<file path="src/rtl/kwd_pkg.sv">
package kwd_pkg;
    typedef enum logic [1:0] {
        ST_IDLE = 2'd0,
        ST_RUN  = 2'd1,
        ST_NMI  = 2'd2,
        ST_TRIP = 2'd3
    } wd_state_t;

    localparam int          SEL_W        = 3;
    localparam int          ACT_W        = 2;
    localparam int          SEL_LSB      = 0;
    localparam int          ACT_LSB      = 4;
    localparam logic [7:0]  START_KEY    = 8'hAC;
    localparam logic [7:0]  ENA_READBACK = 8'h9A;
    localparam logic [ACT_W-1:0] ACT_NMI = 2'b01;
    localparam logic [SEL_W-1:0] SEL_RST = 3'd7;
endpackage

</file>
<file path="src/rtl/kwd_modereg.sv">
module kwd_modereg
    import kwd_pkg::*;
(
    input  logic             clk,
    input  logic             rst_n,
    input  logic             wr_i,
    input  logic [7:0]       wdata_i,
    output logic [7:0]       mode_o,
    output logic [SEL_W-1:0] sel_o,
    output logic             nmi_sel_o
);
    logic             locked_q;
    logic [SEL_W-1:0] sel_q;
    logic [ACT_W-1:0] act_q;

    always_ff @(posedge clk or negedge rst_n) begin
        if (!rst_n) begin
            locked_q <= 1'b0;
            sel_q    <= SEL_RST;
            act_q    <= '0;
        end else if (wr_i && !locked_q) begin
            locked_q <= 1'b1;
            sel_q    <= wdata_i[SEL_LSB +: SEL_W];
            act_q    <= wdata_i[ACT_LSB +: ACT_W];
        end
    end

    always_comb begin
        mode_o                    = '0;
        mode_o[SEL_LSB +: SEL_W]  = sel_q;
        mode_o[ACT_LSB +: ACT_W]  = act_q;
    end

    assign sel_o     = sel_q;
    assign nmi_sel_o = (act_q == ACT_NMI);

    // once locked, the stored mode never changes
    a_r8_write_once: assert property (@(posedge clk) disable iff (!rst_n)
        locked_q |=> $stable(mode_o));
endmodule

</file>
<file path="src/rtl/kwd_timebase.sv">
module kwd_timebase
    import kwd_pkg::*;
#(
    parameter int BASE_LOG = 19
) (
    input  logic             clk,
    input  logic             rst_n,
    input  logic             run_i,
    input  logic             clr_i,
    input  logic [SEL_W-1:0] sel_i,
    output logic             due_o
);
    localparam int NSEL = 1 << SEL_W;
    localparam int CW   = BASE_LOG + NSEL - 1;

    logic [CW-1:0]   cnt_q;
    logic [NSEL-1:0] tap;

    generate
        for (genvar g = 0; g < NSEL; g++) begin : g_tap
            assign tap[g] = &cnt_q[BASE_LOG+g-1:0];
        end
    endgenerate

    assign due_o = run_i & tap[sel_i];

    always_ff @(posedge clk or negedge rst_n) begin
        if (!rst_n)
            cnt_q <= '0;
        else if (clr_i)
            cnt_q <= '0;
        else if (run_i)
            cnt_q <= cnt_q + 1'b1;
    end

    // a clear request always leaves the count at zero
    a_r6_count_cleared: assert property (@(posedge clk) disable iff (!rst_n)
        clr_i |=> (cnt_q == '0));
endmodule

</file>
<file path="src/rtl/kwd_fsm.sv">
module kwd_fsm
    import kwd_pkg::*;
(
    input  logic clk,
    input  logic rst_n,
    input  logic kick_i,
    input  logic due_i,
    input  logic nmi_sel_i,
    output logic run_o,
    output logic clr_o,
    output logic wdt_rst_o,
    output logic wdt_nmi_o
);
    wd_state_t state_q, state_d;
    logic      counting;

    assign counting = (state_q == ST_RUN) || (state_q == ST_NMI);

    always_ff @(posedge clk or negedge rst_n) begin
        if (!rst_n) state_q <= ST_IDLE;
        else        state_q <= state_d;
    end

    always_comb begin
        state_d = state_q;
        unique case (state_q)
            ST_IDLE: if (kick_i) state_d = ST_RUN;               // START
            ST_RUN, ST_NMI: begin
                if (kick_i)      state_d = ST_RUN;               // KICK
                else if (due_i)  state_d = nmi_sel_i ? ST_NMI    // WRAP
                                                     : ST_TRIP;  // FIRE
                else             state_d = ST_RUN;               // SETTLE
            end
            ST_TRIP: state_d = ST_IDLE;                          // HALT
            default: state_d = ST_IDLE;
        endcase
    end

    always_comb begin
        run_o     = counting;
        clr_o     = kick_i | !counting | due_i;
        wdt_rst_o = (state_q == ST_TRIP);
        wdt_nmi_o = (state_q == ST_NMI);
    end

    // without a key the stopped state is kept
    a_r1_stay_stopped: assert property (@(posedge clk) disable iff (!rst_n)
        (state_q == ST_IDLE && !kick_i) |=> (state_q == ST_IDLE));
    // reset pulse is one cycle and leaves the timer stopped
    a_r4_rst_single: assert property (@(posedge clk) disable iff (!rst_n)
        wdt_rst_o |=> (!wdt_rst_o && state_q == ST_IDLE));
    // interrupt pulse is one cycle and counting goes on
    a_r5_nmi_single: assert property (@(posedge clk) disable iff (!rst_n)
        wdt_nmi_o |=> (!wdt_nmi_o && run_o));
    // a kick on an overflow edge suppresses both pulses
    a_r10_kick_wins: assert property (@(posedge clk) disable iff (!rst_n)
        (counting && kick_i) |=> (!wdt_rst_o && !wdt_nmi_o));
endmodule

</file>
<file path="src/rtl/keyed_watchdog.sv">
module keyed_watchdog
    import kwd_pkg::*;
#(
    parameter int BASE_LOG = 19
) (
    input  logic       clk,
    input  logic       rst_n,
    input  logic       bus_wr,
    input  logic       bus_addr,
    input  logic [7:0] bus_wdata,
    output logic [7:0] bus_rdata,
    output logic       wdt_rst_o,
    output logic       wdt_nmi_o
);
    logic             wr_mode, kick;
    logic [7:0]       mode_val;
    logic [SEL_W-1:0] sel;
    logic             nmi_sel, run, clr, due;

    assign wr_mode   = bus_wr && !bus_addr;
    assign kick      = bus_wr && bus_addr && (bus_wdata == START_KEY);
    assign bus_rdata = bus_addr ? ENA_READBACK : mode_val;

    kwd_modereg u_mode (
        .clk       (clk),
        .rst_n     (rst_n),
        .wr_i      (wr_mode),
        .wdata_i   (bus_wdata),
        .mode_o    (mode_val),
        .sel_o     (sel),
        .nmi_sel_o (nmi_sel)
    );

    kwd_timebase #(.BASE_LOG(BASE_LOG)) u_tb (
        .clk   (clk),
        .rst_n (rst_n),
        .run_i (run),
        .clr_i (clr),
        .sel_i (sel),
        .due_o (due)
    );

    kwd_fsm u_fsm (
        .clk       (clk),
        .rst_n     (rst_n),
        .kick_i    (kick),
        .due_i     (due),
        .nmi_sel_i (nmi_sel),
        .run_o     (run),
        .clr_o     (clr),
        .wdt_rst_o (wdt_rst_o),
        .wdt_nmi_o (wdt_nmi_o)
    );

    // the two overflow outputs are never high together
    a_r5_outputs_exclusive: assert property (@(posedge clk) disable iff (!rst_n)
        !(wdt_rst_o && wdt_nmi_o));
endmodule

</file>
<file path="config.mk">
export PLATFORM = sky130hd
export DESIGN_NAME = keyed_watchdog
export DESIGN_NICKNAME = d
export VERILOG_FILES = /design/src/rtl/kwd_pkg.sv /design/src/rtl/kwd_modereg.sv /design/src/rtl/kwd_timebase.sv /design/src/rtl/kwd_fsm.sv /design/src/rtl/keyed_watchdog.sv
export SDC_FILE = /design/constraint.sdc
export NUM_CORES = 1
export LEC_CHECK = 0
export ABC_CLOCK_PERIOD_IN_PS = 4700
export BUFFER_PORTS_ARGS = -buffer_cell sky130_fd_sc_hd__buf_4
export CAP_MARGIN = 25
export CORE_MARGIN = 1.5
export CORE_UTILIZATION = 30
export DETAILED_ROUTE_END_ITERATION = 8
export PLACE_DENSITY_LB_ADDON = 0.15
export SYNTH_ARGS = -nofsm -noshare
export SYNTH_HDL_FRONTEND = slang
export SYNTH_SLANG_ARGS = --single-unit
</file>
<file path="constraint.sdc">
create_clock -name clk -period 4.7 [get_ports clk]
set_input_delay 0.47 -clock clk [delete_from_list [all_inputs] [get_ports clk]]
set_output_delay 0.47 -clock clk [all_outputs]
set_load 0.05 [all_outputs]
</file>
After elaboration in Yosys (flattened, before gate mapping)

Cells that the tools add are included.
W data, S select, Z words.

Register bits: 34
Bits in latches: 0
RAM bits: 0
ROM bits: 0
Input port bits: 12
Output and inout port bits: 10
Word-level logic and storage cells: 45
Memories: 0

Add/subtract/negate cells: 1
Multipliers: 0
Div/mod/pow operators: 0
Order comparisons: 1
Eq/ne operators: 6
Shifts and indexed selects: 0
Mux-type cells: 10
Bitwise operators: 3
Reduce and logical (&&, ||, !) cells: 19

Operators by type and width:

| kind                    | number |
|---|---|
| $mux W26                | 2 |
| $add A26 B1 Y26 const B | 1 |
| $reduce_and A26 Y1      | 1 |
| $reduce_and A25 Y1      | 1 |
| $reduce_and A24 Y1      | 1 |
| $reduce_and A23 Y1      | 1 |
| $reduce_and A22 Y1      | 1 |
| $reduce_and A21 Y1      | 1 |
| $reduce_and A20 Y1      | 1 |
| $reduce_and A19 Y1      | 1 |
| $eq A8 B8 Y1 const B    | 1 |
| $mux W8                 | 1 |
| $mux W2                 | 3 |
| $pmux W2 S3             | 1 |
| $eq A2 B1 Y1 const B    | 2 |
| $eq A2 B2 Y1 const B    | 2 |
| $logic_and A1 B1 Y1     | 4 |
| $lt A3 B4 Y1 const B    | 1 |
| $bmux W1 S3             | 1 |
| $logic_not A1 Y1        | 3 |
| $logic_not A2 Y1        | 1 |
| $mux W1                 | 2 |
| $ne A2 B1 Y1 const B    | 1 |
| $or A1 B1 Y1            | 2 |
| 4 further kinds         | 4 |

Longest topological paths before layout

Gate-level depths: netlist (run 1).

Depth in word-level cells: 7
Gate-level depth with buffers: 7
Gate-level depth less buffers: 6

By module

A second synthesis (run 1) with hierarchy kept.

Cell total of the unflattened synthesis: 201
Area total of the unflattened synthesis: 1989.4 um^2

Modules (own cells, without submodules):

| module         | times used | cells each | area each (um^2) | seq. area each (um^2) |
|---|---|---|---|---|
| kwd_timebase   | 1          | 152        | 1441.4           | 650.6 |
| kwd_modereg    | 1          | 21         | 285.3            | 153.9 |
| kwd_fsm        | 1          | 16         | 147.6            | 50.0 |
| keyed_watchdog | 1          | 12         | 115.1            | 0.0 |

Worst setup path after synthesis (run 1)

OpenSTA, ideal clock, no wires.

Kind: reg-to-reg
Start point: reg u_tb.cnt_q[16]
End point: reg u_fsm.state_q[0]
Library setup time: 0.135 ns
Arrival time: 1.662 ns
Required time: 4.565 ns
Slack: 2.903 ns
Cell stages (with the launch flop): 7
Buffers on the path: 1
Clock period less this slack: 1.797 ns
Cells stage by stage: dfrtp_1 and3_2 nand4_1 or4b_4 a21oi_4 buf_6 a31oi_4

Word-level cells in the longest chain between the ends: 7
Elaborated cells between the ends (all ways): 14
Classes of those cells: 5 x mux; 1 x bitwise; 8 x reduce/logical

Ends and longest elaborated chain:

| item                                       | line               | source |
|---|---|---|
| start, declared                            | kwd_timebase.sv:16 | `logic [CW-1:0] cnt_q;` |
| start signal, assigned                     | kwd_timebase.sv:33 | `cnt_q <= cnt_q + 1'b1;` |
| $reduce_and A26 Y1 (tied with other cells) | kwd_timebase.sv:21 | `assign tap[g] = &cnt_q[BASE_LOG+g-1:0];` |
| $bmux W1 S3 *                              | kwd_timebase.sv:25 | `assign due_o = run_i & tap[sel_i];` |
| $mux W1 (implied by the code) *            | kwd_timebase.sv:25 |  |
| $and A1 B1 Y1 *                            | kwd_timebase.sv:25 |  |
| $mux W2 *                                  | kwd_fsm.sv:30      | `else if (due_i) state_d = nmi_sel_i ? ST_NMI` |
| $mux W2 *                                  | kwd_fsm.sv:29      | `if (kick_i) state_d = ST_RUN;` |
| $pmux W2 S3 *                              | kwd_fsm.sv:26      | `unique case (state_q)` |
| end signal, assigned                       | kwd_fsm.sv:21      | `else state_q <= state_d;` |
| end, declared                              | kwd_fsm.sv:14      | `wd_state_t state_q, state_d;` |

Mark *: on every way between the ends. The rest lies on a longest branch, timed or not. The select of a mux whose other input is x is not followed.
A chain may end at the register's enable or synchronous reset.

Final worst setup path (run 1)

Start point: reg u_fsm.state_q[0]
End point: reg u_fsm.state_q[0]

Word-level cells in the longest chain between the ends: 6
Elaborated cells between the ends (all ways): 11
Classes of those cells: 4 x eq/ne; 3 x mux; 1 x bitwise; 3 x reduce/logical

Ends and longest elaborated chain:

| item                                                | line                         | source |
|---|---|---|
| $eq A2 B1 Y1 / $eq A2 B2 Y1 (equally long branches) | kwd_fsm.sv:17, kwd_fsm.sv:26 |  |
| $logic_or A1 B1 Y1                                  | kwd_fsm.sv:17                | `assign counting = (state_q == ST_RUN) \|\| (state_q == ST_NMI);` |
| $and A1 B1 Y1                                       | kwd_timebase.sv:25           |  |
| $mux W2                                             | kwd_fsm.sv:30                |  |
| $mux W2                                             | kwd_fsm.sv:29                |  |
| $pmux W2 S3                                         | kwd_fsm.sv:26                |  |

Parallel ways exist; a longest one is shown, timed or not.

==> results of run 1 <==
## synth_stat cells (3+ instances only)
cell type  number
dfrtp_1        31
nor2_1         19
nor3_1         15
xor2_1         12
nand2_1        10
nand3_1         9
xnor2_1         9
nand4_1         7
inv_1           5
ha_1            4
mux2_2          4
nand2b_1        4
a21oi_1         3
buf_4           3
clkbuf_1        3
dfstp_2         3
nor2b_1         3
o21ai_0         3
## registers in the layout, summed over array words and instances (netlist names)
name             flops
u_tb.cnt_q          26
u_mode.locked_q      1
u_fsm.state_q        2
u_mode.sel_o         3
u_mode.act_q         2
## routing by layer
metal  up-vias  GRT usage  wire, um
met5         -          0         0
met4         0     0.0559        59
met3         7     0.0333       147
met2        30      0.204      1590
met1       643      0.169      1840
li1        674          -         -
## layout make-up
cell class                      count  area share
Tap cell                           75      0.0430
Inverter                            5     0.00859
Clock inverter                      3      0.0206
Clock buffer                        5      0.0315
Timing Repair Buffer               20      0.0687
Multi-Input combinational cell    136       0.436
Sequential cell                    34       0.391
## how the worst max path moves through the flow
| stage | startpoint | endpoint | slack (ns) |
|---|---|---|---|
| 6_report | u_fsm.state_q[0] | u_fsm.state_q[0] | 2.59 |
| 5_1_grt | u_fsm.state_q[0] | u_fsm.state_q[0] | 2.31 |
| 4_1_cts | u_fsm.state_q[0] | u_fsm.state_q[0] | 2.50 |
| 3_5_place_dp | bus_wdata[1] | u_fsm.state_q[0] | 2.39 |
| 3_3_place_gp | bus_wdata[1] | u_fsm.state_q[0] | 2.39 |
| 2_1_floorplan | u_tb.cnt_q[16] | u_fsm.state_q[0] | 2.90 |
## cells by family after synthesis
kind of cell               share of synthesized area
other                                        0.00200
xor gates and xnor gates                      0.0983
DFF                                            0.457
and+or+nand+nor                                0.284
muxes                                         0.0294
buffers and inverters                         0.0341
adders and majority gates                     0.0267
AOI/OAI and AO/OA                             0.0688
## metrics by stage
stage | hold slack [ns] | util
after floorplan | 0.174 | -
after global placement | 0.451 | 0.348
after detailed placement | 0.451 | 0.348
after CTS | 0.135 | 0.367
after global routing | 0.152 | 0.367
final | 0.121 | 0.367
## power groups by stage
stage               logic, uW  registers, uW  clock network, uW
floorplan                 113            368                  0
finish                    144            371                270
global placement          144            378                  0
global route              160            381                292
CTS                       146            372                280
detailed placement        145            378                  0
==> summary.txt, run 1 <==
Status = complete, no violations
Clk sinks = 34
Worst path bufs/invs = 1
Critical path peak fanout = 27
Post-synthesis cell area = 1870 um2
Final instance area = 2180 um2
Synth cell types = 44
Initial Utilization = 0.314
Pleak = 0.000979 uW
Top-area cell type share of the netlist area = 0.414
Slew of the pin with the lowest slew margin = 0.904 ns
CP max stage cell = nor3b_1
Antenna violations before repair = 0
Largest net degree at the start of global routing = 35
CTS buffer count = 5
Final Net Count = 218
Filler Cell Count = 623
Latest clock arrival within the worst-skew pair = 0.29 ns
Relative slew slack = 0.396
Placement Setup Slack = 2.39 ns
Worst r2r dst = u_fsm.state_q[0]
Root buffer cell = clkbuf_8
Area of the multi-input gates = 953 um2
Placeable core area = 5960 um2
CTS tree = built
Post-detail-place hpwl = 2490 um
Final Setup Violations = 0
Total wire length = 3640 um
WP depth = 5
Clock Power Share = 0.344
Drt first pass iters = 4
P_int = 558 uW
# H-tree levels = 2
Min cycle time layout = 2.11 ns
Critical Path AT = 2.26 ns
Clock slew at reported path FFs = 0.07 ns
Iter 0 DRT Violations = 43
CP Class = reg -> reg
Fin. Hold Viols = 0
Final ANT Viol Nets = 0
Placed Cells = 270
Die ar. = 6720 um2
Die Wd = 82.0 um
Most frequent cells in the layout = 31 x dfrtp_1, 20 x buf_4, 19 x nor2_1
Top Family by Delay on Critical Path = simple AND/OR/NAND/NOR gates
Die Span Y = 82.0 um
Power share of the combinational group = 0.183
Worst Hold Class = in -> async
P&R area growth vs syn = 16.7%
Final Cycle Share = 0.450
Switching share of power = 0.289
Worst IR Drop VDD = 0.175 mV
Critical path startpoint category = flop
Final worst slack = 2.59 ns
Flop2flop setup slack = 2.59 ns
IO buf count = 20
Syn Inst Count = 182
Yosys reg bits = 34
Cell Pwr Density = 359 nW/um2
Post_cts resized = 0
Register Area = 855 um2
Ant diodes = 0
Crit path required time = 4.85 ns
Cts hold-fix bufs = 0
Async S/R FF share, synth = 1.00
Sequential fraction of the synthesis area = 0.457
Critical-path cell list = inv_1 > ha_1 > nand2_1 > nor3b_1 > a31oi_4
Yosys warnings = 0
TNS Setup = 0 ns
Routed len/inst = 13.1 um
Post-route insts no fill = 278
Worst reg-to-reg path cell count = 5
Max stage delay on crit path = 0.57 ns
EDFF count, synth = 0
Vias = 1354
Syn Area/Cell = 10.3 um2
Total track usage = 0.130
CP Capture Type = flop
Synth top area cells = dfrtp_1 41%, xor2_1 5.6%, dfstp_2 4.2%, xnor2_1 4.2%, nor3_1 4.0%
Most common cell after layout, fill and taps aside = dfrtp_1
Grt ovf = 0
Share of layout cells above drive strength 1 = 0.232
Area after DPL = 2070 um2
Unrepaired setup endpoints after global routing = false
First-pass GRT wire length = 6600 um
Max Buffers Root-to-Sink = 2
RD Place Congestion = 0.750
Vias in the first global route = 1395
Final Skew = 0.00769 ns
Cell accounting for the most synthesized area = dfrtp_1
Top_reg_cell synth = dfrtp_1
Syn nets = 198
Site Rows = 28
MaxCap Viol Count = 0
Setup bufs post-CTS = 0
Sequential share of power = 0.473
Switch Pwr = 227 uW
Max Fclk = 473 MHz
Total Power = 785 uW
Max Slew Vio Count = 0
Worst r2r src = u_fsm.state_q[0]
Drt via density = 4.87
Io pins = 22
Drt drc = 0
Note: power is estimated with default switching activity, not from simulation.
==> inputs of run 2 (changes only) <==
ABC_CLOCK_PERIOD_IN_PS = 1800   (was 4700)
clock period = 1.8 ns   (was 4.7 ns; I/O delays follow)
==> summary.txt, run 2 (synthesis gave the netlist of run 1 again) <==
Routed len/inst = 13.3 um (+1.9%)
CTS buffer count = 5 (unchanged)
Final Skew = 0.00446 ns (-0.00323 ns)
# H-tree levels = 2 (unchanged)
Power share of the combinational group = 0.196 (+0.013)
Worst IR Drop VDD = 0.408 mV (+130%)
Cell Pwr Density = 940 nW/um2 (+160%)
Top Family by Delay on Critical Path = simple AND/OR/NAND/NOR gates
Max FFs per register = 26 (unchanged)
P&R area growth vs syn = 30.1%
Final ANT Viol Nets = 0 (unchanged)
Fin. Hold Viols = 0 (unchanged)
CP Class = reg -> reg
Vias = 1467 (+8.3%)
Die Wd = 82.0 um (unchanged)
Ant diodes = 0 (unchanged)
Largest net degree at the start of global routing = 35 (unchanged)
CP max stage cell = or4b_4
CTS tree = built
Total wire length = 4030 um (+11%)
Initial Utilization = 0.314 (unchanged)
Max stage delay on crit path = 0.54 ns (-0.03 ns)
Share of layout cells above drive strength 1 = 0.322 (+0.0901)
Status = complete, no violations
Antenna violations before repair = 0 (unchanged)
Grt ovf = 0 (unchanged)
Filler Cell Count = 595 (-4.5%)
Drt first pass iters = 4 (unchanged)
Total track usage = 0.143 (+0.0129)
Io pins = 22 (unchanged)
Critical Path AT = 1.93 ns (-0.33 ns)
Most common cell after layout, fill and taps aside = buf_4
Critical path peak fanout = 16 (-41%)
Die ar. = 6720 um2 (unchanged)
Worst path bufs/invs = 1 (unchanged)
Sequential share of power = 0.421 (-0.052)
Root buffer cell = clkbuf_8
Fin util = 0.409 (+0.0422)
Max Fclk = 567 MHz (+20%)
First-pass GRT wire length = 7220 um (+9.5%)
Most frequent cells in the layout = 41 x buf_4, 30 x dfrtp_1, 19 x nor2_1
IO buf count = 20 (unchanged)
Placeable core area = 5960 um2 (unchanged)
Min cycle time layout = 1.76 ns (-0.350 ns)
Drt via density = 4.86 (-0.26%)
Final Setup Violations = 0 (unchanged)
Vias in the first global route = 1501 (+7.6%)
Die Span Y = 82.0 um (unchanged)
Critical-path cell list = and3_4 > nand4_1 > or4b_4 > a21oi_4 > buf_12 > a31oi_4
Site Rows = 28 (unchanged)
Final Cycle Share = 0.979 (+0.530)
Drt drc = 0 (unchanged)
CP Capture Type = flop
Clock Power Share = 0.383 (+0.039)
Critical path startpoint category = flop
RD Place Congestion = 0.757 (+0.91%)
Latest clock arrival within the worst-skew pair = 0.29 ns (about the same)
Unrepaired setup endpoints after global routing = true
MaxCap Viol Count = 0 (unchanged)
Final instance area = 2440 um2 (+12%)
Post-detail-place hpwl = 2770 um (+11%)
Largest Register = u_tb.cnt_q
Worst Hold Class = in -> reg
Crit path required time = 1.97 ns (-2.88 ns)
Max Buffers Root-to-Sink = 2 (unchanged)
P_int = 1690 uW (+200%)
Pleak = 0.00113 uW (+15%)
Iter 0 DRT Violations = 63 (+47%)
Clk sinks = 34 (unchanged)
Area after DPL = 2250 um2 (+8.5%)
Clock slew at reported path FFs = 0.07 ns (about the same)
Switch Pwr = 605 uW (+170%)
Final Net Count = 242 (+11%)
Switching share of power = 0.264 (-0.0253)
Max Slew Vio Count = 0 (unchanged)
run 2: worst register-to-register path, cell delays in order (launching register included):
cell	delay, ns
dfrtp_1	0.36
and3_4	0.19
nand4_1	0.12
or4b_4	0.54
a21oi_4	0.20
buf_12	0.17
a31oi_4	0.08
run 2: layout make-up:
class	count	area, um2	share of cell area
repair buffers	44	358	0.147
clock inverters	2	60.1	0.0247
well taps	75	93.8	0.0385
clock buffers	6	82.6	0.0339
multi-input cells	136	967	0.397
inverters	5	18.8	0.00770
flip-flops and latches	34	856	0.351
run 2: power groups by stage:
stage	clock network [uW]	registers, uW	logic, uW
final	877	964	449
after global routing	941	982	503
after CTS	901	957	454
after detailed placement	0	972	449
after global placement	0	970	450
after floorplan	0	961	294
run 2: repair_timing:
| action | 4_1_cts | 5_1_grt |
|---|---|---|
| hold buffers | 1 | 0 |
| endpoints found under the setup margin | 0 | 18 |
| setup buffers | 0 | 3 |
| hold endpoints to repair | 31 | 0 |
| gates resized for setup | 0 | 4 |
run 2: metal layers:
layer,GRT usage,vias up,wire length (um)
li1,-,726,-
met2,0.238,32,1890
met3,0.0411,8,163
met1,0.173,701,1900
met4,0.0576,0,80
met5,0,-,0
run 2: through the flow:
stage / hold slack (ns) / total power (uW) / setup slack, ns / cells / setup TNS (ns)
global placement: 0.167 / 1420 / 0.0659 / 290 / 0
detailed placement: 0.162 / 1420 / 0.0507 / 290 / 0
CTS: 0.103 / 2310 / 0.0131 / 299 / 0
finish: 0.110 / 2290 / 0.0370 / 302 / 0
floorplan: -0.116 / 1260 / 0.00336 / 182 / 0
global route: 0.116 / 2430 / -0.0472 / 302 / -0.418
run 2: path summary, 6_finish.rpt:
check / startpoint / end / slack (ns) / cells past startpoint
max: u_tb.cnt_q[18] / u_fsm.state_q[0] / 0.04 / 6
min: bus_wdata[0] / u_mode.sel_o[0] / 0.11 / 3
max reg2reg: u_tb.cnt_q[18] / u_fsm.state_q[0] / 0.04 / 6
min reg2reg: u_mode.locked_q / u_mode.locked_q / 0.48 / 1
max in group asynchronous: rst_n / u_mode.sel_o[2] / 1.08 / 2
min in group asynchronous: rst_n / u_tb.cnt_q[15] / 0.38 / 2
